[src/rtl/ucore_pkg.sv]
package ucore_pkg;

  localparam int UPC_W = 4;

  typedef enum logic [2:0] {
    SEL_RS   = 3'd0,
    SEL_RT   = 3'd1,
    SEL_RD   = 3'd2,
    SEL_PC   = 3'd3,
    SEL_LINK = 3'd4
  } reg_sel_e;

  typedef enum logic [1:0] {
    AS_INC4  = 2'd0,
    AS_FUNC  = 2'd1,
    AS_OPC   = 2'd2,
    AS_PASSB = 2'd3
  } alu_sel_e;

  // 0 sign, 1 zero, 2 upper half
  typedef enum logic [1:0] {
    EXT_SIGN  = 2'd0,
    EXT_ZERO  = 2'd1,
    EXT_UPPER = 2'd2
  } ext_sel_e;

  typedef enum logic [1:0] {
    NX_SEQ   = 2'd0,
    NX_DISP  = 2'd1,
    NX_FETCH = 2'd2
  } next_e;

  typedef enum logic [2:0] {
    AL_ADD, AL_SUB, AL_AND, AL_OR, AL_XOR, AL_SLT, AL_PASSB, AL_INC4
  } alu_op_e;

  // seventeen control lines
  typedef struct packed {
    reg_sel_e reg_sel;
    logic     en_reg;
    logic     reg_wr;
    logic     ld_a;
    logic     ld_b;
    logic     ld_ir;
    logic     ld_ma;
    alu_sel_e alu_sel;
    logic     en_alu;
    logic     en_mem;
    logic     mem_wr;
    ext_sel_e ext_sel;
    logic     en_imm;
  } ctrl_t;

  typedef struct packed {
    ctrl_t c;
    next_e nx;
    logic  wait_busy;
  } uinst_t;

  localparam logic [UPC_W-1:0] U_FETCH = 4'd0;
  localparam logic [UPC_W-1:0] U_RR    = 4'd4;
  localparam logic [UPC_W-1:0] U_IS    = 4'd7;
  localparam logic [UPC_W-1:0] U_IZ    = 4'd10;
  localparam logic [UPC_W-1:0] U_LUI   = 4'd13;

  localparam logic [5:0] OPC_RR   = 6'h00;
  localparam logic [5:0] OPC_ADDI = 6'h08;
  localparam logic [5:0] OPC_SLTI = 6'h0a;
  localparam logic [5:0] OPC_ANDI = 6'h0c;
  localparam logic [5:0] OPC_ORI  = 6'h0d;
  localparam logic [5:0] OPC_XORI = 6'h0e;
  localparam logic [5:0] OPC_LUI  = 6'h0f;

  localparam logic [5:0] FN_ADD = 6'h20;
  localparam logic [5:0] FN_SUB = 6'h22;
  localparam logic [5:0] FN_AND = 6'h24;
  localparam logic [5:0] FN_OR  = 6'h25;
  localparam logic [5:0] FN_XOR = 6'h26;
  localparam logic [5:0] FN_SLT = 6'h2a;

  function automatic alu_op_e funct_op(input logic [5:0] f);
    case (f)
      FN_SUB:  return AL_SUB;
      FN_AND:  return AL_AND;
      FN_OR:   return AL_OR;
      FN_XOR:  return AL_XOR;
      FN_SLT:  return AL_SLT;
      default: return AL_ADD;
    endcase
  endfunction

  function automatic alu_op_e opc_op(input logic [5:0] o);
    case (o)
      OPC_SLTI: return AL_SLT;
      OPC_ANDI: return AL_AND;
      OPC_ORI:  return AL_OR;
      OPC_XORI: return AL_XOR;
      default:  return AL_ADD;
    endcase
  endfunction

  function automatic logic rr_legal(input logic [5:0] f, input logic [4:0] sh);
    logic known;
    known = (f == FN_ADD) || (f == FN_SUB) || (f == FN_AND) ||
            (f == FN_OR)  || (f == FN_XOR) || (f == FN_SLT);
    return known && (sh == 5'd0);
  endfunction

endpackage

[src/rtl/ucore_urom.sv]
module ucore_urom
  import ucore_pkg::*;
(
  input  logic [UPC_W-1:0] upc_i,
  output uinst_t           uinst_o
);

  always_comb begin
    uinst_o = '0;
    case (upc_i)
      // fetch
      4'd0: begin
        uinst_o.c.reg_sel = SEL_PC;
        uinst_o.c.en_reg  = 1'b1;
        uinst_o.c.ld_ma   = 1'b1;
      end
      4'd1: begin
        uinst_o.c.reg_sel = SEL_PC;
        uinst_o.c.en_reg  = 1'b1;
        uinst_o.c.ld_a    = 1'b1;
      end
      4'd2: begin
        uinst_o.c.en_mem  = 1'b1;
        uinst_o.c.ld_ir   = 1'b1;
        uinst_o.wait_busy = 1'b1;
      end
      4'd3: begin
        uinst_o.c.alu_sel = AS_INC4;
        uinst_o.c.en_alu  = 1'b1;
        uinst_o.c.reg_sel = SEL_PC;
        uinst_o.c.reg_wr  = 1'b1;
        uinst_o.nx        = NX_DISP;
      end
      // operand A from rs, shared by every arithmetic routine
      4'd4, 4'd7, 4'd10: begin
        uinst_o.c.reg_sel = SEL_RS;
        uinst_o.c.en_reg  = 1'b1;
        uinst_o.c.ld_a    = 1'b1;
      end
      4'd5: begin
        uinst_o.c.reg_sel = SEL_RT;
        uinst_o.c.en_reg  = 1'b1;
        uinst_o.c.ld_b    = 1'b1;
      end
      4'd6: begin
        uinst_o.c.alu_sel = AS_FUNC;
        uinst_o.c.en_alu  = 1'b1;
        uinst_o.c.reg_sel = SEL_RD;
        uinst_o.c.reg_wr  = 1'b1;
        uinst_o.nx        = NX_FETCH;
      end
      4'd8, 4'd11, 4'd13: begin
        uinst_o.c.en_imm  = 1'b1;
        uinst_o.c.ld_b    = 1'b1;
        uinst_o.c.ext_sel = (upc_i == 4'd8)  ? EXT_SIGN :
                            (upc_i == 4'd11) ? EXT_ZERO : EXT_UPPER;
      end
      4'd9, 4'd12: begin
        uinst_o.c.alu_sel = AS_OPC;
        uinst_o.c.en_alu  = 1'b1;
        uinst_o.c.reg_sel = SEL_RT;
        uinst_o.c.reg_wr  = 1'b1;
        uinst_o.nx        = NX_FETCH;
      end
      4'd14: begin
        uinst_o.c.alu_sel = AS_PASSB;
        uinst_o.c.en_alu  = 1'b1;
        uinst_o.c.reg_sel = SEL_RT;
        uinst_o.c.reg_wr  = 1'b1;
        uinst_o.nx        = NX_FETCH;
      end
      default: uinst_o.nx = NX_FETCH;
    endcase
  end

endmodule

[src/rtl/ucore_seq.sv]
module ucore_seq
  import ucore_pkg::*;
(
  input  logic       clk_i,
  input  logic       rst_ni,
  input  logic [5:0] opcode_i,
  input  logic [5:0] funct_i,
  input  logic [4:0] shamt_i,
  input  logic       mem_busy_i,
  output ctrl_t      ctrl_o
);

  logic [UPC_W-1:0] upc_q, upc_d, disp_tgt;
  uinst_t           uinst;
  logic             hold;

  ucore_urom u_urom (
    .upc_i  (upc_q),
    .uinst_o(uinst)
  );

  assign hold = uinst.wait_busy && mem_busy_i;

  always_comb begin
    case (opcode_i)
      OPC_RR:                      disp_tgt = rr_legal(funct_i, shamt_i) ? U_RR : U_FETCH;
      OPC_ADDI, OPC_SLTI:          disp_tgt = U_IS;
      OPC_ANDI, OPC_ORI, OPC_XORI: disp_tgt = U_IZ;
      OPC_LUI:                     disp_tgt = U_LUI;
      default:                     disp_tgt = U_FETCH;
    endcase
  end

  always_comb begin
    if (hold) begin
      upc_d = upc_q;
    end else begin
      case (uinst.nx)
        NX_SEQ:  upc_d = upc_q + 1'b1;
        NX_DISP: upc_d = disp_tgt;
        default: upc_d = U_FETCH;
      endcase
    end
  end

  always_ff @(posedge clk_i or negedge rst_ni) begin
    if (!rst_ni) upc_q <= U_FETCH;
    else         upc_q <= upc_d;
  end

  // a held microword keeps driving but changes no state
  always_comb begin
    ctrl_o = uinst.c;
    if (hold) begin
      ctrl_o.reg_wr = 1'b0;
      ctrl_o.ld_a   = 1'b0;
      ctrl_o.ld_b   = 1'b0;
      ctrl_o.ld_ir  = 1'b0;
      ctrl_o.ld_ma  = 1'b0;
      ctrl_o.mem_wr = 1'b0;
    end
  end

endmodule

[src/rtl/ucore_alu.sv]
module ucore_alu
  import ucore_pkg::*;
#(
  parameter int XLEN = 32
) (
  input  logic [XLEN-1:0] a_i,
  input  logic [XLEN-1:0] b_i,
  input  alu_sel_e        sel_i,
  input  logic [5:0]      funct_i,
  input  logic [5:0]      opcode_i,
  output logic [XLEN-1:0] y_o
);

  alu_op_e op;

  always_comb begin
    case (sel_i)
      AS_INC4: op = AL_INC4;
      AS_FUNC: op = funct_op(funct_i);
      AS_OPC:  op = opc_op(opcode_i);
      default: op = AL_PASSB;
    endcase
  end

  always_comb begin
    case (op)
      AL_ADD:  y_o = a_i + b_i;
      AL_SUB:  y_o = a_i - b_i;
      AL_AND:  y_o = a_i & b_i;
      AL_OR:   y_o = a_i | b_i;
      AL_XOR:  y_o = a_i ^ b_i;
      AL_SLT:  y_o = {{(XLEN-1){1'b0}}, ($signed(a_i) < $signed(b_i))};
      AL_INC4: y_o = a_i + XLEN'(4);
      default: y_o = b_i;
    endcase
  end

endmodule

[src/rtl/ucore_rf.sv]
module ucore_rf #(
  parameter int          XLEN     = 32,
  parameter int          NGPR     = 32,
  parameter logic [31:0] RESET_PC = 32'h0,
  localparam int         IDX_W    = $clog2(NGPR + 1)
) (
  input  logic             clk_i,
  input  logic             rst_ni,
  input  logic [IDX_W-1:0] idx_i,
  input  logic             we_i,
  input  logic [XLEN-1:0]  wdata_i,
  output logic [XLEN-1:0]  rdata_o
);

  // slots 0..NGPR-1 general, slot NGPR program counter
  logic [XLEN-1:0] regs_q [NGPR+1];
  logic            idx_ok;

  assign idx_ok  = (idx_i != '0) && (int'(idx_i) <= NGPR);
  assign rdata_o = idx_ok ? regs_q[idx_i] : '0;

  always_ff @(posedge clk_i or negedge rst_ni) begin
    if (!rst_ni) begin
      for (int i = 0; i < NGPR; i++) regs_q[i] <= '0;
      regs_q[NGPR] <= XLEN'(RESET_PC);
    end else if (we_i && idx_ok) begin
      regs_q[idx_i] <= wdata_i;
    end
  end

endmodule

[src/rtl/ucore_bus_core.sv]
module ucore_bus_core
  import ucore_pkg::*;
#(
  parameter int          XLEN     = 32,
  parameter int          NGPR     = 32,
  parameter logic [31:0] RESET_PC = 32'h0,
  localparam int         IDX_W    = $clog2(NGPR + 1),
  localparam int         IMM_W    = 16
) (
  input  logic             clk_i,
  input  logic             rst_ni,
  output logic [XLEN-1:0]  mem_addr_o,
  output logic [XLEN-1:0]  mem_wdata_o,
  output logic             mem_en_o,
  output logic             mem_we_o,
  input  logic [XLEN-1:0]  mem_rdata_i,
  input  logic             mem_busy_i,
  output logic             wb_valid_o,
  output logic [IDX_W-1:0] wb_idx_o,
  output logic [XLEN-1:0]  wb_data_o
);

  ctrl_t            ctrl;
  logic [XLEN-1:0]  ir_q, a_q, b_q, ma_q;
  logic [XLEN-1:0]  bus, rf_rdata, alu_y, imm_ext;
  logic [IDX_W-1:0] idx;
  logic [3:0]       drv;

  ucore_seq u_seq (
    .clk_i     (clk_i),
    .rst_ni    (rst_ni),
    .opcode_i  (ir_q[31:26]),
    .funct_i   (ir_q[5:0]),
    .shamt_i   (ir_q[10:6]),
    .mem_busy_i(mem_busy_i),
    .ctrl_o    (ctrl)
  );

  always_comb begin
    case (ctrl.reg_sel)
      SEL_RS:   idx = IDX_W'(ir_q[25:21]);
      SEL_RT:   idx = IDX_W'(ir_q[20:16]);
      SEL_RD:   idx = IDX_W'(ir_q[15:11]);
      SEL_PC:   idx = IDX_W'(NGPR);
      SEL_LINK: idx = IDX_W'(NGPR - 1);
      default:  idx = '0;
    endcase
  end

  ucore_rf #(
    .XLEN    (XLEN),
    .NGPR    (NGPR),
    .RESET_PC(RESET_PC)
  ) u_rf (
    .clk_i  (clk_i),
    .rst_ni (rst_ni),
    .idx_i  (idx),
    .we_i   (ctrl.reg_wr),
    .wdata_i(bus),
    .rdata_o(rf_rdata)
  );

  ucore_alu #(
    .XLEN(XLEN)
  ) u_alu (
    .a_i     (a_q),
    .b_i     (b_q),
    .sel_i   (ctrl.alu_sel),
    .funct_i (ir_q[5:0]),
    .opcode_i(ir_q[31:26]),
    .y_o     (alu_y)
  );

  always_comb begin
    case (ctrl.ext_sel)
      EXT_SIGN:  imm_ext = {{(XLEN-IMM_W){ir_q[IMM_W-1]}}, ir_q[IMM_W-1:0]};
      EXT_UPPER: imm_ext = {ir_q[IMM_W-1:0], {(XLEN-IMM_W){1'b0}}};
      default:   imm_ext = {{(XLEN-IMM_W){1'b0}}, ir_q[IMM_W-1:0]};
    endcase
  end

  // one-hot source enables merged into the bus
  assign drv = {ctrl.en_reg, ctrl.en_alu, ctrl.en_imm, ctrl.en_mem};

  always_comb begin
    bus = '0;
    if (drv[3]) bus = bus | rf_rdata;
    if (drv[2]) bus = bus | alu_y;
    if (drv[1]) bus = bus | imm_ext;
    if (drv[0]) bus = bus | mem_rdata_i;
  end

  always_ff @(posedge clk_i or negedge rst_ni) begin
    if (!rst_ni) begin
      ir_q <= '0;
      a_q  <= '0;
      b_q  <= '0;
      ma_q <= '0;
    end else begin
      if (ctrl.ld_ir) ir_q <= bus;
      if (ctrl.ld_a)  a_q  <= bus;
      if (ctrl.ld_b)  b_q  <= bus;
      if (ctrl.ld_ma) ma_q <= bus;
    end
  end

  assign mem_addr_o  = ma_q;
  assign mem_wdata_o = bus;
  assign mem_en_o    = ctrl.en_mem;
  assign mem_we_o    = ctrl.mem_wr;

  assign wb_valid_o  = ctrl.reg_wr && (idx != '0);
  assign wb_idx_o    = idx;
  assign wb_data_o   = bus;

endmodule

[config.mk]
export PLATFORM = sky130hd
export DESIGN_NAME = ucore_bus_core
export DESIGN_NICKNAME = d
export VERILOG_FILES = /design/src/rtl/ucore_pkg.sv /design/src/rtl/ucore_urom.sv /design/src/rtl/ucore_seq.sv /design/src/rtl/ucore_alu.sv /design/src/rtl/ucore_rf.sv /design/src/rtl/ucore_bus_core.sv
export SDC_FILE = /design/constraint.sdc
export NUM_CORES = 2
export LEC_CHECK = 0
export BUFFER_PORTS_ARGS = -buffer_cell sky130_fd_sc_hd__buf_2
export CORE_UTILIZATION = 63
export DETAILED_ROUTE_END_ITERATION = 7
export GPL_ROUTABILITY_DRIVEN = 0
export HOLD_SLACK_MARGIN = 0.1
export PLACE_DENSITY_LB_ADDON = 0.05
export REMOVE_ABC_BUFFERS = 1
export SYNTH_ARGS = -nofsm -noshare
export SYNTH_HDL_FRONTEND = slang
export SYNTH_SLANG_ARGS = --single-unit
[constraint.sdc]
create_clock -name clk_i -period 5.7 [get_ports clk_i]
set_input_delay 1.425 -clock clk_i [delete_from_list [all_inputs] [get_ports clk_i]]
set_output_delay 1.425 -clock clk_i [all_outputs]
set_load 0.01 [all_outputs]
==> flow_summary.json <==
{
  "core_um2": 93300,
  "run_status": "finished with violations",
  "track_usage_pct": 49.2,
  "overflow": 0,
  "p_per_area_nw_per_um2": 756,
  "clkLatencyLatePin_ns": 0.77,
  "crit_type": "register to output port",
  "synthFlopType": "dfrtp_1",
  "synthSimpleGateAreaFrac_pct": 18.3,
  "drt-vias-per-instance": 6.82,
  "synth_mux_area_share_pct": 1.97,
  "cts_tree": "built",
  "min_period_ns": 6.04,
  "worstMarginPinSlew_ns": 1.21,
  "multiInputGateArea_um2": 27500,
  "synth_edf_count": 0,
  "yosysWarnings": 0,
  "hpwlAfterDp_um": 140000,
  "drc_errors": 0,
  "hold_depth": 0,
  "yosysUniqueCellTypes": 104,
  "finalHoldViolations": 0,
  "port_buffers": 138,
  "cts_sinks": 1187,
  "area_delta_synth_final_pct": 17.3,
  "crit_fanout": 8,
  "syn_area_um2": 59300,
  "antenna_found_initial": 19,
  "crit_path_start_kind": "register",
  "antenna_left": 0,
  "dieArea_um2": 95400,
  "grt_max_degree": 151,
  "r2r-end": "u_rf.regs_q[328]",
  "path_clk_slew_ns": 0.07,
  "clockRootBuffer": "clkbuf_16",
  "synth_top_family_by_area": "compound AO/OA/AOI/OAI gates",
  "r2r_slack_ns": 0.24,
  "fin_nets": 7123,
  "clock_path_buffers": 3,
  "skew_ns": 0.0324,
  "whs_ns": 0.376,
  "p_leak_uw": 0.0318,
  "wl_per_cell_um": 28.8,
  "violations": "negative setup slack",
  "crit_path_cell_trace": "buf_6 -> ha_4 -> buf_6 -> and4bb_2 -> buf_6 -> nand2_4 -> and3_4 -> buf_4 -> clkbuf_16 -> buf_4 -> nor2_4 -> buf_6 -> a221oi_2 -> o31ai_2 -> nand4_1 -> and2_4 -> and3_4 -> inv_1 -> buf_2",
  "detail_route.first_pass.iterations": 7,
  "fin_ws_ns": -0.341,
  "ys_seq_elements": 1187,
  "grt_pass1_vias": 53331,
  "totalWireLength_um": 240000,
  "grt_pass1_wl_um": 344000,
  "synthXorXnorAreaFrac_pct": 0.753,
  "io-pin-count": 140,
  "initial_utilization_pct": 63.6,
  "worstPathRequired_ns": 4.28,
  "synth_fa_ha_area_share_pct": 2.20,
  "drv_slew": 0,
  "drv_cap": 0,
  "ys_seq_area_share_pct": 50.1,
  "seq_area_um2": 29700,
  "die_x_um": 309,
  "async_reset_ff_share_pct": 100,
  "synth_compound_area_share_pct": 20.3,
  "num_vias": 56890,
  "grt_setup_unrepaired": "true",
  "crit_path_frequent_cell": "buf_6",
  "cp_slowest_cell": "dfrtp_2",
  "holdCritStartpoint": "u_rf.regs_q[1033]",
  "hp-class": "register to register",
  "slew_headroom_pct": 19.1,
  "p_total_uw": 52600,
  "std_cell_rows": 112,
  "cts_buffers": 120,
  "max_freq_mhz": 166,
  "crit_path_max_incr_delay_ns": 0.44,
  "rr_worst_depth": 20,
  "end_kind": "output port",
  "reg2reg_from": "u_seq.upc_q[0]",
  "drt_iter0_markers": 9039,
  "period_share_pct": 106,
  "setup_viol": 60,
  "cts_htree_levels": 3,
  "cp.arrival_ns": 4.62,
  "drive_gt1_share_pct": 16.2,
  "syn_area_per_cell_um2": 8.56,
  "whs_endpoint": "u_rf.regs_q[1033]",
  "syn_inst": 6931,
  "fillers": 6817,
  "die_h_um": 309,
  "ir_drop_uv": 1040
}
==> routing by layer <==
layer	GRT usage [%]	vias up	share of wire, %
li1	-	23899	-
met1	62.5	26977	35
met4	34.2	22	8.9
met5	1.77	-	0.16
met2	69.0	4617	41
met3	19.3	1375	15
==> worst max path at each step <==
stage / from / end / slack, ns / cells past startpoint
global placement: u_seq.upc_q[1] / mem_wdata_o[18] / -0.01 / 16
detailed placement: u_seq.upc_q[1] / wb_data_o[18] / -0.05 / 16
global route: u_seq.upc_q[0] / wb_data_o[24] / -0.34 / 19
finish: u_seq.upc_q[0] / wb_data_o[24] / -0.34 / 19
CTS: a_q[12] / wb_data_o[31] / -0.03 / 16
floorplan: u_seq.upc_q[0] / mem_wdata_o[29] / -12.58 / 14
==> what timing repair did <==
action	CTS	global route
setup endpoints to repair	64	64
resized for setup	242	209
gates cloned	26	14
endpoints found under the hold margin	0	0
buffers inserted	52	47
pin swaps	47	54
hold buffers	0	0
==> synth_stat cells (23+ instances only) <==
master    count  area [um^2]
a21oi_1    1209         6050
nor2_1     1190         4470
dfrtp_1    1187        29700
nand2_1     853         3200
nand3_1     314         1570
clkbuf_1    304         1140
buf_2       256         1280
o21ai_0     242         1210
inv_1       153          574
ha_1        101         1260
buf_4        83          623
o22ai_1      82          513
a31oi_1      78          488
o211ai_1     64          480
mux2i_1      57          571
o221ai_1     55          482
a211oi_1     54          405
mux2_2       49          552
xnor2_1      44          385
a22oi_1      42          315
nor3_1       42          210
and3_1       40          250
a221oi_1     23          201
==> cell usage in the layout (no fill, tap or decap), drive strengths merged, types with 57 or more instances in the layout <==
cell type and n:
clkbuf 192, ha 101, mux2i 57, buf 570
a21oi 1212, o211ai 66, nor2 1209, o22ai 82
inv 168, o21ai 256, nand3 316, nand2 858
a211oi 57, a31oi 79, dfrtp 1187
==> sequential cells by signal, indices dropped and copies added (netlist names) <==
signal	count
mem_addr_o	32
a_q	32
ir_q	32
b_q	32
u_rf.regs_q	1055
u_seq.upc_q	4
==> layout make-up <==
cell class | instances | share of cell area (%)
antenna | 6 | 0.0216
sequential | 1187 | 42.7
multi-input combinational | 4918 | 39.5
clock inverter | 36 | 0.612
timing repair inverter | 7 | 0.126
tap | 1254 | 2.26
clock buffer | 179 | 5.08
inverter | 159 | 0.943
timing repair buffer | 592 | 8.74
==> critical path, delay by kind of cell (launching register included) <==
kind            cells  cell delay [ns]
compound gates      2             0.27
fa+ha+maj           1             0.18
buf+inv             9             1.26
flops               1             0.44
simple gates        7             1.70
==> per-stage QoR <==
stage	utilization, %	setup TNS (ns)	setup slack [ns]	std cells	area [um^2]
CTS	72.7	-0.171	-0.0302	8275	67900
floorplan	-	-	-12.58	6263	56100
finish	74.5	-8.76	-0.341	8338	69600
detailed placement	66.2	-0.0877	-0.0455	7984	61800
global route	74.5	-11.37	-0.335	8334	69600
global placement	66.2	-0.0208	-0.0106	7984	61800
==> cell families (layout without fill, tap and decap cells) <==
| kind of cell | Yosys count | in the layout |
|---|---|---|
| and+or+nand+nor | 2596 | 2597 |
| adders and majority gates | 103 | 103 |
| AOI/OAI and AO/OA | 2056 | 2056 |
| xor gates and xnor gates | 51 | 51 |
| other | 1 | 7 |
| buffers and inverters | 827 | 973 |
| DFF | 1187 | 1187 |
| muxes | 110 | 110 |
==> power breakdown <==
group	switching, uW	internal [uW]	leakage [uW]
combinational	21600	10600	0.0138
sequential	1600	10700	0.0161
clock	3500	4580	0.00195
Note: power is estimated with default switching activity, not from simulation.
